[config.mk]
export PLATFORM = sky130hd
export DESIGN_NAME = rng_core
export DESIGN_NICKNAME = d
export VERILOG_FILES = /design/src/rtl/rng_pkg.sv /design/src/rtl/rng_lfsr.sv /design/src/rtl/rng_seq.sv /design/src/rtl/rng_core.sv
export SDC_FILE = /design/constraint.sdc
export NUM_CORES = 1
export LEC_CHECK = 0
export CORE_MARGIN = 3
export CORE_UTILIZATION = 55
export DETAILED_ROUTE_END_ITERATION = 7
export HOLD_SLACK_MARGIN = 0.05
export PLACE_DENSITY = 0.82
export SLEW_MARGIN = 0
export SYNTH_ARGS = -nofsm -noshare
export SYNTH_HDL_FRONTEND = slang
export SYNTH_SLANG_ARGS = --single-unit
[constraint.sdc]
create_clock -name clk -period 4.82 [get_ports clk]
set_input_delay 0.964 -clock clk [delete_from_list [all_inputs] [get_ports clk]]
set_output_delay 0.964 -clock clk [all_outputs]
set_load 0.03 [all_outputs]
[src/rtl/rng_pkg.sv]
package rng_pkg;

    typedef enum logic [1:0] {
        PH_IDLE = 2'd0,
        PH_SEED = 2'd1,
        PH_GEN  = 2'd2
    } phase_t;

    localparam int NWORDS = 8;
    localparam int IW     = $clog2(NWORDS);

    localparam logic [7:0] A_CMD   = 8'h00;
    localparam logic [7:0] A_STAT  = 8'h04;
    localparam logic [7:0] A_MODE  = 8'h08;
    localparam logic [7:0] A_IE    = 8'h10;
    localparam logic [7:0] A_ISTAT = 8'h14;
    localparam logic [7:0] A_LIMIT = 8'h60;
    localparam logic [7:0] A_ID    = 8'hF0;

    localparam logic [31:0] ID_CODE = 32'h0000_46BC;

    localparam logic [1:0] OP_NOP  = 2'd0;
    localparam logic [1:0] OP_GEN  = 2'd1;
    localparam logic [1:0] OP_SEED = 2'd2;

    // Galois form of x^32 + x^22 + x^2 + x + 1
    function automatic logic [31:0] lfsr_step(input logic [31:0] s);
        return s[0] ? ((s >> 1) ^ 32'h8020_0003) : (s >> 1);
    endfunction

endpackage

[src/rtl/rng_lfsr.sv]
module rng_lfsr
    import rng_pkg::*;
#(
    parameter logic [31:0] INIT = 32'h1D87_2B41
) (
    input  logic        clk,
    input  logic        rst,
    input  logic        step,
    input  logic        mix,
    output logic [31:0] state
);
    logic [31:0] jitter;
    logic [31:0] mixed;

    assign mixed = lfsr_step(state) ^ jitter;

    always_ff @(posedge clk) begin
        if (rst) begin
            state  <= INIT;
            jitter <= '0;
        end else begin
            jitter <= jitter + 32'd1;
            if (mix)
                state <= (mixed == 32'd0) ? INIT : mixed;
            else if (step)
                state <= lfsr_step(state);
        end
    end
endmodule

[src/rtl/rng_seq.sv]
module rng_seq
    import rng_pkg::*;
#(
    parameter int GEN_LEN   = 1024,
    parameter int SEED_LEN  = 512,
    parameter bit AUTO_SEED = 1'b1,
    parameter int REQ_W     = 16
) (
    input  logic             clk,
    input  logic             rst,
    input  logic             cmd_valid,
    input  logic [1:0]       cmd_op,
    input  logic             mode_wide,
    input  logic [REQ_W-1:0] auto_n,
    output phase_t           phase,
    output logic             seeded,
    output logic             fill_en,
    output logic [IW-1:0]    fill_idx,
    output logic             gen_done,
    output logic             seed_done,
    output logic             gen_start
);
    localparam int MAXL = (GEN_LEN > SEED_LEN) ? GEN_LEN : SEED_LEN;
    localparam int CW   = $clog2(MAXL + 1);
    localparam logic [CW-1:0] SEED_TOP   = CW'(SEED_LEN - 1);
    localparam logic [CW-1:0] WIDE_TOP   = CW'(GEN_LEN - 1);
    localparam logic [CW-1:0] NARROW_TOP = CW'(GEN_LEN / 2 - 1);

    logic [CW-1:0]    cnt;
    logic             wide_q;
    logic             pend;
    logic [REQ_W-1:0] reqs;
    logic [REQ_W:0]   sum;
    logic             accept;
    logic             reseed_due;
    logic [CW-1:0]    nwords;

    assign accept     = cmd_valid && (phase == PH_IDLE);
    assign gen_done   = (phase == PH_GEN)  && (cnt == '0);
    assign seed_done  = (phase == PH_SEED) && (cnt == '0);
    assign gen_start  = (accept && cmd_op == OP_GEN && seeded) || (seed_done && pend);
    assign nwords     = wide_q ? CW'(NWORDS) : CW'(NWORDS / 2);
    assign fill_en    = (phase == PH_GEN) && (cnt < nwords);
    assign fill_idx   = cnt[IW-1:0];
    assign sum        = {1'b0, reqs} + (wide_q ? (REQ_W+1)'(2) : (REQ_W+1)'(1));
    assign reseed_due = (auto_n != '0) && (sum >= {1'b0, auto_n});

    always_ff @(posedge clk) begin
        if (rst) begin
            phase  <= AUTO_SEED ? PH_SEED : PH_IDLE;
            cnt    <= AUTO_SEED ? SEED_TOP : '0;
            seeded <= 1'b0;
            wide_q <= 1'b0;
            pend   <= 1'b0;
            reqs   <= '0;
        end else begin
            unique case (phase)
                PH_IDLE: begin
                    if (accept) begin
                        if (cmd_op == OP_GEN) begin
                            wide_q <= mode_wide;
                            if (seeded) begin
                                phase <= PH_GEN;
                                cnt   <= mode_wide ? WIDE_TOP : NARROW_TOP;
                            end else begin
                                phase <= PH_SEED;
                                cnt   <= SEED_TOP;
                                pend  <= 1'b1;
                            end
                        end else if (cmd_op == OP_SEED) begin
                            phase <= PH_SEED;
                            cnt   <= SEED_TOP;
                        end
                    end
                end
                PH_SEED: begin
                    if (cnt == '0) begin
                        seeded <= 1'b1;
                        reqs   <= '0;
                        if (pend) begin
                            phase <= PH_GEN;
                            cnt   <= wide_q ? WIDE_TOP : NARROW_TOP;
                            pend  <= 1'b0;
                        end else begin
                            phase <= PH_IDLE;
                        end
                    end else begin
                        cnt <= cnt - 1'b1;
                    end
                end
                PH_GEN: begin
                    if (cnt == '0) begin
                        if (reseed_due) begin
                            phase <= PH_SEED;
                            cnt   <= SEED_TOP;
                            reqs  <= '0;
                        end else begin
                            phase <= PH_IDLE;
                            reqs  <= (auto_n == '0) ? '0 : sum[REQ_W-1:0];
                        end
                    end else begin
                        cnt <= cnt - 1'b1;
                    end
                end
                default: phase <= PH_IDLE;
            endcase
        end
    end
endmodule

[src/rtl/rng_core.sv]
module rng_core
    import rng_pkg::*;
#(
    parameter int GEN_LEN   = 1024,
    parameter int SEED_LEN  = 512,
    parameter bit AUTO_SEED = 1'b1,
    parameter int REQ_W     = 16
) (
    input  logic        clk,
    input  logic        rst,
    input  logic        bus_wr,
    input  logic [7:0]  bus_addr,
    input  logic [31:0] bus_wdata,
    output logic [31:0] bus_rdata,
    output logic        irq
);
    phase_t           phase;
    logic             seeded, fill_en, gen_done, seed_done, gen_start;
    logic [IW-1:0]    fill_idx;
    logic [31:0]      lfsr_q;
    logic             mode_wide, ie_glb, ie_seed, ie_rdy;
    logic [1:0]       istat;
    logic [REQ_W-1:0] auto_n;
    logic [31:0]      words [NWORDS];
    logic             cmd_valid;
    logic [1:0]       clr_mask;
    logic             unused_wdata;

    assign cmd_valid    = bus_wr && (bus_addr == A_CMD);
    assign clr_mask     = (bus_wr && bus_addr == A_ISTAT) ? bus_wdata[1:0] : 2'b00;
    assign unused_wdata = ^bus_wdata;

    rng_seq #(
        .GEN_LEN(GEN_LEN), .SEED_LEN(SEED_LEN),
        .AUTO_SEED(AUTO_SEED), .REQ_W(REQ_W)
    ) u_seq (
        .clk(clk), .rst(rst),
        .cmd_valid(cmd_valid), .cmd_op(bus_wdata[1:0]),
        .mode_wide(mode_wide), .auto_n(auto_n),
        .phase(phase), .seeded(seeded),
        .fill_en(fill_en), .fill_idx(fill_idx),
        .gen_done(gen_done), .seed_done(seed_done), .gen_start(gen_start)
    );

    rng_lfsr u_lfsr (
        .clk(clk), .rst(rst),
        .step(phase != PH_IDLE), .mix(seed_done),
        .state(lfsr_q)
    );

    always_ff @(posedge clk) begin
        if (rst) begin
            mode_wide <= 1'b0;
            ie_glb    <= 1'b0;
            ie_seed   <= 1'b0;
            ie_rdy    <= 1'b0;
            istat     <= 2'b00;
            auto_n    <= '0;
        end else begin
            if (bus_wr && bus_addr == A_MODE)
                mode_wide <= bus_wdata[3];
            if (bus_wr && bus_addr == A_IE) begin
                ie_glb  <= bus_wdata[31];
                ie_seed <= bus_wdata[1];
                ie_rdy  <= bus_wdata[0];
            end
            if (bus_wr && bus_addr == A_LIMIT)
                auto_n <= bus_wdata[REQ_W-1:0];
            istat <= (istat & ~clr_mask) | {seed_done, gen_done};
        end
    end

    for (genvar i = 0; i < NWORDS; i++) begin : g_word
        always_ff @(posedge clk) begin
            if (rst || gen_start)
                words[i] <= '0;
            else if (fill_en && fill_idx == IW'(i))
                words[i] <= lfsr_q;
        end
    end

    assign irq = ie_glb && ((istat[0] && ie_rdy) || (istat[1] && ie_seed));

    always_comb begin
        bus_rdata = '0;
        if (bus_addr[7:5] == 3'b001 && bus_addr[1:0] == 2'b00) begin
            bus_rdata = words[bus_addr[4:2]];
        end else begin
            unique case (bus_addr)
                A_CMD:   bus_rdata[1:0] = (phase == PH_SEED) ? OP_SEED :
                                          (phase == PH_GEN)  ? OP_GEN  : OP_NOP;
                A_STAT: begin
                    bus_rdata[31] = (phase == PH_SEED);
                    bus_rdata[30] = (phase == PH_GEN);
                    bus_rdata[9]  = seeded;
                end
                A_MODE:  bus_rdata[3] = mode_wide;
                A_IE: begin
                    bus_rdata[31] = ie_glb;
                    bus_rdata[1]  = ie_seed;
                    bus_rdata[0]  = ie_rdy;
                end
                A_ISTAT: bus_rdata[1:0] = istat;
                A_LIMIT: bus_rdata[REQ_W-1:0] = auto_n;
                A_ID:    bus_rdata = ID_CODE;
                default: bus_rdata = '0;
            endcase
        end
    end
endmodule

After elaboration in Yosys (flattened, before gate mapping)
Memories as Yosys holds them, arrays and structs flattened.
Index checks and enable logic that the tools add are counted.
- add/sub/neg operators: 3
- multiply operators: 0
- divide/modulo/power cells: 0
- order comparisons: 2
- equality and inequality tests: 26
- shifts and indexed selects: 0
- multiplexer cells: 82
- bitwise gates (word level): 13
- reduce and logical (&&, ||, !) cells: 47
- operators with widths (kind ; number):
    two-way mux 32 bit ; 13
    two-way mux 11 bit ; 8
    two-way mux 16 bit ; 4
    two-way mux 1 bit ; 33
    case mux 11 bit (3 select lines) ; 1
    adder 32 x 1 -> 32 bit, second input constant ; 1
    zero test 32 bit ; 1
    case mux 16 bit (2 select lines) ; 1
    XOR 32 bit ; 1
    logical AND 1 bit ; 25
    two-way mux 10 bit ; 2
    two-way mux 2 bit ; 10
    adder 16 x 17 -> 17 bit ; 1
    >= comparator 17 x 16 -> 1 bit ; 1
    equality test 8 x 5 -> 1 bit, second input constant ; 2
    zero test 16 bit ; 1
    nonzero test 16 bit ; 1
    equality test 3 bit, second input constant ; 4
    case mux 6 bit (2 select lines) ; 1
    zero test 11 bit ; 1
    less-than comparator 11 bit ; 1
    subtractor 11 x 1 -> 11 bit, second input constant ; 1
    case mux 5 bit (2 select lines) ; 1
    AND reduction 5 bit ; 2
    other kinds (31) ; 56
- bits in registers: 118
- latch bits: 0
- memory bits (writable): 256
- memory bits (read-only): 0
- input bits: 43
- output and inout port bits: 33
- word-level logic and storage cells: 188
- memories kept: 1
- memories (memory ; words ; width ; rd ports ; clocked after Yosys merged registers in ; write ports ; line ; RTL):
    words ; 8 ; 32 ; 1 ; 0 ; 8 ; rng_core.sv:24 ; logic [31:0] words [NWORDS];

Depth between registers and ports, before layout
- word-level depth: 10
- mapped depth: 18

By module
A second synthesis with hierarchy kept.
- cell total of the unflattened synthesis: 1616
- area total of the unflattened synthesis: 18626.6 um^2
- by module, submodules not included (module ; times used ; cells an instance ; area each (um^2) ; seq. area each (um^2)):
    rng_core ; 1 ; 861 ; 12717.2 ; 8127.8
    rng_lfsr ; 1 ; 450 ; 3432.0 ; 1281.2
    rng_seq ; 1 ; 305 ; 2477.4 ; 640.6

Worst setup path after synthesis
No wires, ideal clock.
- path kind: input to output
- from: input bus_addr[2]
- to: output bus_rdata[14]
- arrival time: 2.905 ns
- data required time: 3.856 ns
- slack: 0.951 ns
- stages on the path: 6
- buffers on the path: 3
- path through: clkbuf_1 > buf_1 > buf_2 > mux4_2 > mux2i_1 > o21ai_0
- word-level cells in the longest chain between the ends: 3
- ends and longest elaborated chain (element ; line ; RTL):
    start: declaration ; rng_core.sv:12 ; input logic [7:0] bus_addr,
    equality test 8 bit or equality test 8 x 7 -> 1 bit (tied branches) ; rng_core.sv:89 ; unique case (bus_addr)
    case mux 6 bit (2 select lines) ; rng_core.sv:89 ;
    two-way mux 32 bit * ; rng_core.sv:86 ; if (bus_addr[7:5] == 3'b001 && bus_addr[1:0] == 2'b00) begin
    end: declaration ; rng_core.sv:14 ; output logic [31:0] bus_rdata,
Mark *: on every way between the ends. The rest lies on a longest branch, timed or not.

Worst setup path after layout
- from: input bus_addr[5]
- to: output bus_rdata[9]
- word-level cells in the longest chain between the ends: 3
- ends and longest elaborated chain (element ; line):
    equality test 8 bit, or another cell as far along ; rng_core.sv:89
    case mux 1 bit (3 select lines) or logical AND 1 bit (tied branches) ; rng_core.sv:89, rng_core.sv:86
    two-way mux 32 bit * ; rng_core.sv:86
Marks and branches as above.

==> impl_metrics.yaml <==
power_and_ir_drop:
  p_seq_frac: 0.515
  p_leak_uw: 0.007421
  switching_power_uw: 1635
  internal_power_uw: 5517
  fin_total_pwr_uw: 7152
  clkPwrFrac: 0.409
  comb_power_share: 0.076
  switching_share: 0.2286
  peakVddDrop_mv: 0.2932
  powerDensity_nw_per_um2: 346.8
clock_tree:
  cts_tree: "done"
  htreeDepth: 2
  hold_buffers: 0
  clockBufferDepth: 3
  clk_pin_slew_ns: 0.06
  clk_latency_ns: 0.53
  clkSinkCount: 374
  tritoncts.num_buffers: 38
  root_buffer: "clkbuf_16"
placement:
  place.gp.congestion: 0.8871
  port_buffers: 60
  dp_hpwl_mm: 26.64
worst_setup_path:
  rrSetupSlack_ns: 0.68
  cpMostUsedCell: "clkdlybuf4s50_1"
  cp.arrival_ns: 3.49
  end_kind: "primary output"
  required_ns: 3.86
  critPathMaxStageDelay_ns: 0.71
  worst-r2r-cell-count: 14
  r2r-start: "u_seq.wide_q"
  cp_cell_sequence: "clkdlybuf4s50_1, or4_4, nor2_1, a221oi_1, a21oi_1, clkdlybuf4s50_1"
  crit_family: "buffers and inverters"
  worst-path-buf-inv: 2
  crit_type: "input port to primary output"
  reg2reg_to: "u_seq.reqs[2]"
  slowest_stage: "clkdlybuf4s50_1"
  cp-start-kind: "input port"
  path_max_fanout: 4
grt:
  grt_pass1_wl_mm: 69.41
  antenna_found_initial: 0
  grt_usage: 0.2475
  grt_pass1_vias: 12586
  grt_max_degree: 100
  globalRouteOverflowTotal: 0
yosys:
  ys_types: 64
  yosysWarnings: 0
  synth_flop_cell: "edfxtp_1"
  synthCells: 1617
  yosys_register_bits: 374
  synth-async-reset-ratio: 0
  synth_area_leader_cell: "edfxtp_1"
  synth_area_per_cell_um2: 11.48
  synth_nets: 1694
  synth_edf_count: 256
  synth_area_leaders: "edfxtp_1 (41%), dfxtp_1 (13%), and2_1 (9.2%), mux4_2 (7.8%), nand2_1 (2.5%)"
  netlist.area_leader.share: 0.4142
  synth_area_um2: 18560
  ys_seq_area_frac: 0.5415
layout:
  syn_to_final_growth_pct: 11.12
  final_cell_mix: "and2_1 (273), edfxtp_1 (256), nand2_1 (125), dfxtp_1 (118), nor2_1 (89)"
  antenna_cells: 0
  nNetsFinal: 1695
  drive_above_1_share: 0.1100
  final_common_cell: "and2_1"
floorplan:
  pin_count: 76
  start_util: 0.5647
  rows: 66
  core-area_um2: 32870
  die_w_um: 189.7
  die_area_um2: 35990
  die_h_um: 189.7
sta:
  fin_skew_ns: 0.01495
  period_needed_ns: 4.458
  hold_viol_final: 0
  setup_tns_ns: 0
  rsz0062_at_grt: "no"
  setup_viol_count_final: 0
  hold_ws_ns: 0.4750
  worstMarginPinSlew_ns: 1.206
  slew_viol_final: 0
  timing.final.crit_share: 0.9248
  timing.fmax_ghz: 0.2243
  slew_headroom: 0.1960
flow_run:
  drv_cap: 0
drt:
  drtAntennaViolNets: 0
  drc: 0
  drt-initial-drc-count: 1308
  wirelength_mm: 44.44
  drtPass1Iterations: 5
  viasPerCell: 6.034
  vias: 12600
  wl_per_cell_um: 21.28
worst_hold_path:
  hold-path-endpoint: "ie_glb"
  min_path_cells: 2
  min-delay-start: "ie_glb"
  hold_class: "flop to flop"
run_status:
  status: "finished, final reports clean"
cell type report:
cell class              count  area (um2)
clock buffers              58        1101
clock inverters            10       133.9
fillers                  2460       12240
inverters                  31       116.4
multi-input cells        1080        7786
flip-flops and latches    374       10050
well taps                 442       553.0
repair buffers             93       883.3
how the worst max path moves through the flow:
| stage | end | depth (start not counted) | startpoint | slack [ns] |
|---|---|---|---|---|
| floorplan | bus_rdata[14] | 6 | bus_addr[2] | 0.95 |
| global placement | bus_rdata[9] | 6 | bus_addr[5] | 0.41 |
| detailed placement | bus_rdata[9] | 6 | bus_addr[7] | 0.39 |
| CTS | bus_rdata[9] | 6 | bus_addr[7] | 0.39 |
| global route | u_seq.reqs[2] | 14 | u_seq.wide_q | 0.29 |
| finish | bus_rdata[9] | 6 | bus_addr[5] | 0.36 |
Yosys cell counts, types with 13 or more instances:
cell type,n
xnor2_1,37
and2_1,273
edfxtp_1,256
mux4_2,64
o21ai_0,53
xor2_1,50
nand3_1,56
ha_1,33
nor2_1,89
clkbuf_1,97
a211oi_1,17
a21oi_1,68
a211o_1,13
mux2i_1,34
nand4_1,17
dfxtp_1,118
nand2_1,125
nor3_1,15
o21ai_1,14
inv_1,31
and3_1,15
through the flow:
step / worst slack [ns] / utilization / instances / instance area, um2
after floorplan: 0.9512 / - / 1617 / 18560
after global placement: 0.4134 / 0.5899 / 2020 / 19390
after detailed placement: 0.3865 / 0.5899 / 2020 / 19390
after CTS: 0.3893 / 0.6275 / 2088 / 20620
after global routing: 0.2875 / 0.6275 / 2088 / 20620
final: 0.3624 / 0.6275 / 2088 / 20620
state kept, by name, summed over array words and instances (netlist names), 2 cells and up:
register / flops
words: 256
u_lfsr.jitter: 32
u_lfsr.state: 32
auto_n: 16
u_seq.reqs: 16
u_seq.cnt: 11
istat: 2
u_seq.phase: 2
cell families after synthesis:
logic type | Yosys count | share of synthesized area
flops | 374 | 0.5415
mux | 98 | 0.09600
xor+xnor | 87 | 0.04105
fa+ha+maj | 34 | 0.02333
compound gates | 199 | 0.06505
simple gates | 662 | 0.1936
buf+inv | 163 | 0.03950
per-layer routing:
metal  up-vias  part of all wire  wire length (um)  GRT usage
li1       5757                 -                 -          -
met1      6201              0.40             17660     0.3297
met2       537              0.49             21820     0.4133
met3       105             0.077              3403    0.03906
met4         0             0.035              1552    0.09326
met5         -                 0                 0          0
worst min-delay path, stage by stage (launching register included):
cell and delay (ns):
dfxtp_1 0.32, nand2_1 0.06, a21oi_1 0.05
timing repair:
item                                   CTS  global route
endpoints found under the hold margin    0             0
setup buffers                            0             0
setup endpoints to repair                0             1
gates resized for setup                  0             1
power by group through the flow:
stage	clock network [uW]	logic, uW	registers (uW)
6_report	2930	542	3680
5_1_grt	3070	587	3700
4_1_cts	2950	541	3680
3_5_place_dp	0	536	3750
3_3_place_gp	0	522	3730
2_1_floorplan	0	447	3650
No activity file was read; power rests on OpenSTA's default activity.
